`src/rtl/srmc_pkg.sv`:
```
package srmc_pkg;

    typedef enum logic [1:0] {
        PH_IDLE   = 2'd0,
        PH_FETCH  = 2'd1,
        PH_CLAIM  = 2'd2
    } phase_e;

    typedef enum logic [1:0] {
        END_NONE  = 2'd0,
        END_DRIVE = 2'd1,
        END_ABORT = 2'd2,
        END_WB    = 2'd3
    } ending_e;

    typedef struct packed {
        phase_e  phase;
        logic    excl;
        ending_e ending;
    } ctl_t;

endpackage

```
`src/rtl/srmc_ready_track.sv`:
```
module srmc_ready_track (
    input  logic clk,
    input  logic rst_n,
    input  logic clear,
    input  logic set,
    output logic ready_q
);
    logic ready_d;

    always_comb begin
        ready_d = ready_q;
        if (set)
            ready_d = 1'b1;
        if (clear)
            ready_d = 1'b0;
    end

    always_ff @(posedge clk) begin
        if (!rst_n)
            ready_q <= 1'b0;
        else
            ready_q <= ready_d;
    end

endmodule

```
`src/rtl/srmc_fsm.sv`:
```
module srmc_fsm
    import srmc_pkg::*;
(
    input  logic    clk,
    input  logic    rst_n,
    input  logic    req_start,
    input  logic    req_excl,
    input  logic    ready_now,
    input  logic    snp_dirty,
    input  logic    snp_inhibit,
    input  logic    cache_resp,
    output logic    busy,
    output logic    start_take,
    output logic    excl,
    output ending_e ending
);
    ctl_t ctl_d, ctl_q;

    always_comb begin
        ctl_d        = ctl_q;
        ctl_d.ending = END_NONE;
        start_take   = 1'b0;
        unique case (ctl_q.phase)
            PH_IDLE: begin
                if (req_start) begin
                    start_take  = 1'b1;
                    ctl_d.phase = PH_FETCH;
                    ctl_d.excl  = req_excl;
                end
            end
            PH_FETCH: begin
                if (cache_resp) begin
                    ctl_d.phase  = PH_IDLE;
                    ctl_d.ending = ctl_q.excl ? END_ABORT : END_WB;
                end else if (snp_dirty) begin
                    ctl_d.phase = PH_CLAIM;
                end else if (ready_now && !snp_inhibit) begin
                    ctl_d.phase  = PH_IDLE;
                    ctl_d.ending = END_DRIVE;
                end
            end
            PH_CLAIM: begin
                if (cache_resp) begin
                    ctl_d.phase  = PH_IDLE;
                    ctl_d.ending = ctl_q.excl ? END_ABORT : END_WB;
                end
            end
            default: ctl_d.phase = PH_IDLE;
        endcase
    end

    always_ff @(posedge clk) begin
        if (!rst_n) begin
            ctl_q.phase  <= PH_IDLE;
            ctl_q.excl   <= 1'b0;
            ctl_q.ending <= END_NONE;
        end else begin
            ctl_q <= ctl_d;
        end
    end

    assign busy   = (ctl_q.phase != PH_IDLE);
    assign excl   = ctl_q.excl;
    assign ending = ctl_q.ending;


    start_from_idle_chk: assert property (@(posedge clk) disable iff (!rst_n)
        (ctl_q.phase == PH_IDLE && req_start) |=> (ctl_q.phase == PH_FETCH));


    claim_no_drive_chk: assert property (@(posedge clk) disable iff (!rst_n)
        (ctl_q.phase == PH_CLAIM) |=> (ctl_q.ending != END_DRIVE));

endmodule

```
`src/rtl/srmc_out_dec.sv`:
```
module srmc_out_dec
    import srmc_pkg::*;
(
    input  ending_e ending,
    output logic    drive,
    output logic    abort,
    output logic    wb
);
    always_comb begin
        drive = 1'b0;
        abort = 1'b0;
        wb    = 1'b0;
        unique case (ending)
            END_DRIVE: drive = 1'b1;
            END_ABORT: abort = 1'b1;
            END_WB:    wb    = 1'b1;
            default:   ;
        endcase
    end

endmodule

```
`src/rtl/snoop_mem_resp_ctrl.sv`:
```
module snoop_mem_resp_ctrl
    import srmc_pkg::*;
(
    input  logic clk,
    input  logic rst_n,
    input  logic req_start,
    input  logic req_excl,
    input  logic mem_ready,
    input  logic snp_shared,
    input  logic snp_dirty,
    input  logic snp_inhibit,
    input  logic cache_resp,
    output logic mem_drive,
    output logic mem_abort,
    output logic wb_accept
);
    logic    busy;
    logic    start_take;
    logic    excl;
    logic    ready_q;
    logic    ready_now;
    logic    shared_unused;
    ending_e ending;

    assign shared_unused = snp_shared;
    assign ready_now     = ready_q | mem_ready;

    srmc_ready_track i_ready (
        .clk     (clk),
        .rst_n   (rst_n),
        .clear   (start_take),
        .set     (busy & mem_ready),
        .ready_q (ready_q)
    );

    srmc_fsm i_fsm (
        .clk         (clk),
        .rst_n       (rst_n),
        .req_start   (req_start),
        .req_excl    (req_excl),
        .ready_now   (ready_now),
        .snp_dirty   (snp_dirty),
        .snp_inhibit (snp_inhibit),
        .cache_resp  (cache_resp),
        .busy        (busy),
        .start_take  (start_take),
        .excl        (excl),
        .ending      (ending)
    );

    srmc_out_dec i_dec (
        .ending (ending),
        .drive  (mem_drive),
        .abort  (mem_abort),
        .wb     (wb_accept)
    );


    one_outcome_chk: assert property (@(posedge clk) disable iff (!rst_n)
        $onehot0({mem_drive, mem_abort, wb_accept}));


    outcome_ends_busy_chk: assert property (@(posedge clk) disable iff (!rst_n)
        (mem_drive | mem_abort | wb_accept) |-> ($past(busy) && !busy));


    drive_not_inhibited_chk: assert property (@(posedge clk) disable iff (!rst_n)
        mem_drive |-> !$past(snp_inhibit));


    drive_not_dirty_chk: assert property (@(posedge clk) disable iff (!rst_n)
        mem_drive |-> !$past(snp_dirty));


    excl_no_wb_chk: assert property (@(posedge clk) disable iff (!rst_n)
        wb_accept |-> !excl);


    resp_ends_chk: assert property (@(posedge clk) disable iff (!rst_n)
        (busy && cache_resp) |=> (mem_abort || wb_accept));

endmodule

```
`config.mk`:
```
export PLATFORM = sky130hd
export DESIGN_NAME = snoop_mem_resp_ctrl
export DESIGN_NICKNAME = d
export VERILOG_FILES = /design/src/rtl/srmc_pkg.sv /design/src/rtl/srmc_ready_track.sv /design/src/rtl/srmc_fsm.sv /design/src/rtl/srmc_out_dec.sv /design/src/rtl/snoop_mem_resp_ctrl.sv
export SDC_FILE = /design/constraint.sdc
export NUM_CORES = 1
export LEC_CHECK = 0
export BUFFER_PORTS_ARGS = -buffer_cell sky130_fd_sc_hd__buf_2
export CAP_MARGIN = 20
export CORE_AREA = 2 2 39 41
export DETAILED_ROUTE_END_ITERATION = 7
export DIE_AREA = 0 0 41 43
export PLACE_DENSITY = 0.45
export SLEW_MARGIN = 20
export SYNTH_ARGS = -nofsm -noshare
export SYNTH_HDL_FRONTEND = slang
export SYNTH_SLANG_ARGS = --single-unit
export TNS_END_PERCENT = 5
```
`constraint.sdc`:
```
create_clock -name clk -period 4 [get_ports clk]
set_clock_uncertainty 0.1 [all_clocks]
set_input_delay 1 -clock clk [delete_from_list [all_inputs] [get_ports clk]]
set_output_delay 1 -clock clk [all_outputs]
set_load 0.03 [all_outputs]
```
==> metrics.md <==
| Metric | Value |
|---|---|
| Status | `completed` |
| Top post-synthesis cells by area | `dfxtp_1 (35%), ha_1 (11%), nor2b_1 (9.2%)` |
| Ordered list of cells on the worst path | `nor2b_1, buf_2` |
| Worst path bufs/invs | `1` |
| GPL Wtd Cong | `0.627` |
| Power Density | `324 nW/µm²` |
| Reg2reg start | `i_fsm.ctl_q[3]` |
| Clock-pin slew on the worst setup and hold paths | `40 ps` |
| Number of placed I/O pins | `12` |
| Synth async-reset ratio | `0%` |
| Vias in the first global route | `233` |
| Synth Instances | `37` |
| Drt first pass iters | `3` |
| CP max stage delay | `330 ps` |
| Clk buf depth | `2` |
| First-pass GRT wire length | `883 µm` |
| Largest net degree at the start of global routing | `9` |
| R2r setup slk | `2520 ps` |
| Crit path max fanout | `3` |
| Setup TNS | `0 ps` |
| Slew Viols, Final | `0` |
| Die area | `1760 µm²` |
| Worst Hold Path EP | `i_fsm.excl` |
| CTS tree | `done` |
| Met3 routed WL | `73 µm` |
| Die height | `43 µm` |
| Relative slew slack | `82.2%` |
| Overall routing resource usage | `7.92%` |
| Post-Route WL | `597 µm` |
| Yosys cell types | `19` |
| Leakage | `0.197 nW` |
| Worst Tran Pin Value | `267 ps` |
| Met1 WL | `296 µm` |
| RSZ-0062 raised after global routing | `false` |
| Post_cts resized | `0` |
| Routed len/inst | `9.05 µm` |
| Final setup fails | `0` |
| Max Freq | `0.504 GHz` |
| Area Growth Syn to Fin | `27.2%` |
| Synth Cell Area | `340 µm²` |
| Most instantiated library cell after synthesis | `dfxtp_1` |
| Share of the yosys chip area belonging to registers | `35.3%` |
| Hold Startpoint | `i_fsm.excl` |
| Htree depth | `1` |
| ANT cells | `0` |
| Max-cap violations | `0` |
| Worst skew pair latency | `240 ps` |
| Syn_area_per_cell | `9.20 µm²` |
| FILL cells | `157` |
| Worst min-delay path class | `reg -> reg` |
| CP max-delay cell | `dfxtp_1` |
| FF+latch count, synth | `6` |
| Top cell type's share of synthesized area | `35.3%` |
| Vias | `287` |
| Initial DRC Count | `3` |
| Top routing layer in use | `met3` |
| Top Family by Delay on Critical Path | `flip-flops` |
| Nets@finish | `64` |
| GRT overflow | `0` |
| Worst reg2reg path depth | `5` |
| Yosys warning total | `0` |
| DR WL met2 | `227 µm` |
| Clock root cell | `clkbuf_4` |
| Setup bufs post-CTS | `0` |
| Leading area contributor after synthesis | `dfxtp_1` |
| Final core occ | `31.3%` |
| Syn nets | `49` |
| Worst EP required | `2900 ps` |
| Die width | `41 µm` |
| IO buf count | `10` |
| Initial Util | `24.6%` |
| Post-route clock period utilization | `49.6%` |
| Shortest period the worst path allows | `1990 ps` |
| Num rows | `14` |
| Routed Antenna Nets | `0` |
| WP data arrival | `890 ps` |
| CTS Buf Count | `3` |
| Clock Sinks | `6` |
| Hold-fix buffer count after cts | `0` |
| Fraction of layout cells with a size suffix above 1 | `30.0%` |
| Drc violations | `0` |
| Worst Setup End Kind | `output pin` |
| Initial antenna violation count | `0` |
| Worst IR Drop VDD | `0.171 mV` |
| Prevailing post-synth register cell | `dfxtp_1` |
| Fin Hold WS | `357 ps` |
| Critical R2R Capture | `i_fsm.ctl_q[3]` |
| Fin. Hold Viols | `0` |
| Critical path class | `reg -> out` |
| Core area | `1380 µm²` |
| Detailed placement HPWL | `505 µm` |
| Synth top cells by count | `dfxtp_1 (6), nor2b_1 (5), nand2_1 (4)` |
| Startpoint Class | `register` |
| Post-synth EDFFs | `0` |
| Worst Hold Depth | `2` |
| DR vias/cell | `4.35` |
metal layers:
layer / up-vias / track usage, %
li1: 157 / -
met1: 117 / 9.94
met2: 13 / 9.38
met3: 0 / 4.71
met4: 0 / 6.00
met5: - / 0
cells by family after synthesis:
| kind of cell | Yosys count | synth area share, % |
|---|---|---|
| AO/OA/AOI/OAI | 7 | 17.6 |
| adder cells (fa/ha/maj) | 3 | 11.0 |
| buffers and inverters | 3 | 3.31 |
| flip-flops | 6 | 35.3 |
| multiplexers | 1 | 2.94 |
| AND/OR/NAND/NOR | 17 | 29.8 |
worst reg2reg max path, stage by stage (launching register included):
cell and delay (ps):
dfxtp_1 360, inv_1 70, ha_1 250, nor2b_1 170, a221oi_2 240, mux2i_1 220
worst max path at each step:
stage                           endpoint            start  cells after the start
after floorplan                mem_abort  i_fsm.ending[1]                      1
after global placement    i_fsm.ctl_q[3]      snp_inhibit                      4
after detailed placement  i_fsm.ctl_q[3]      snp_inhibit                      4
after CTS                      mem_abort  i_fsm.ending[1]                      2
after global routing           mem_abort  i_fsm.ending[1]                      2
final                          mem_abort  i_fsm.ending[1]                      2
sequential cells by signal (all words and copies together), names as in the netlist:
| register | cells |
|---|---|
| i_fsm.ctl_q | 2 |
| i_ready.ready_q | 1 |
| i_fsm.excl | 1 |
| i_fsm.ending | 2 |
metrics by stage:
step | cells | power (mW) | setup WS, ps | area [µm²]
after global placement | 63 | 0.0862 | 2030 | 410
after detailed placement | 63 | 0.0862 | 2020 | 410
after floorplan | 37 | 0.0780 | 2120 | 340
final | 66 | 0.140 | 2010 | 433
after global routing | 66 | 0.150 | 1960 | 433
after CTS | 66 | 0.144 | 2000 | 433
layout by cell type, fill, tap and decap left out:
cell,n
buf_2,10
dfxtp_1,6
nor2b_1,5
nand2_1,4
inv_1,3
nand3_1,3
ha_1,3
clkbuf_4,3
and2_1,1
a21boi_0,1
o21bai_1,1
nor3b_2,1
a221oi_2,1
mux2i_1,1
o2111a_1,1
nand4bb_1,1
nor2_1,1
o2bb2ai_1,1
nand2b_1,1
o21ai_0,1
a21oi_1,1
where the power goes:
part	switching, mW	total, mW	internal, mW
logic	0.0108	0.0207	0.00993
registers	0.00153	0.0641	0.0625
clock network	0.0216	0.0555	0.0339
total	0.0339	0.140	0.106
area by class of cell:
cell class	instances	area [µm²]	share of cell area, %
Clock buffer	3	22.5	5.20
Tap cell	16	20.0	4.62
Timing Repair Buffer	10	50.0	11.6
Sequential cell	6	120	27.7
Multi-Input combinational cell	28	209	48.3
Inverter	3	11.3	2.60
Power figures use the tool's default switching activity.
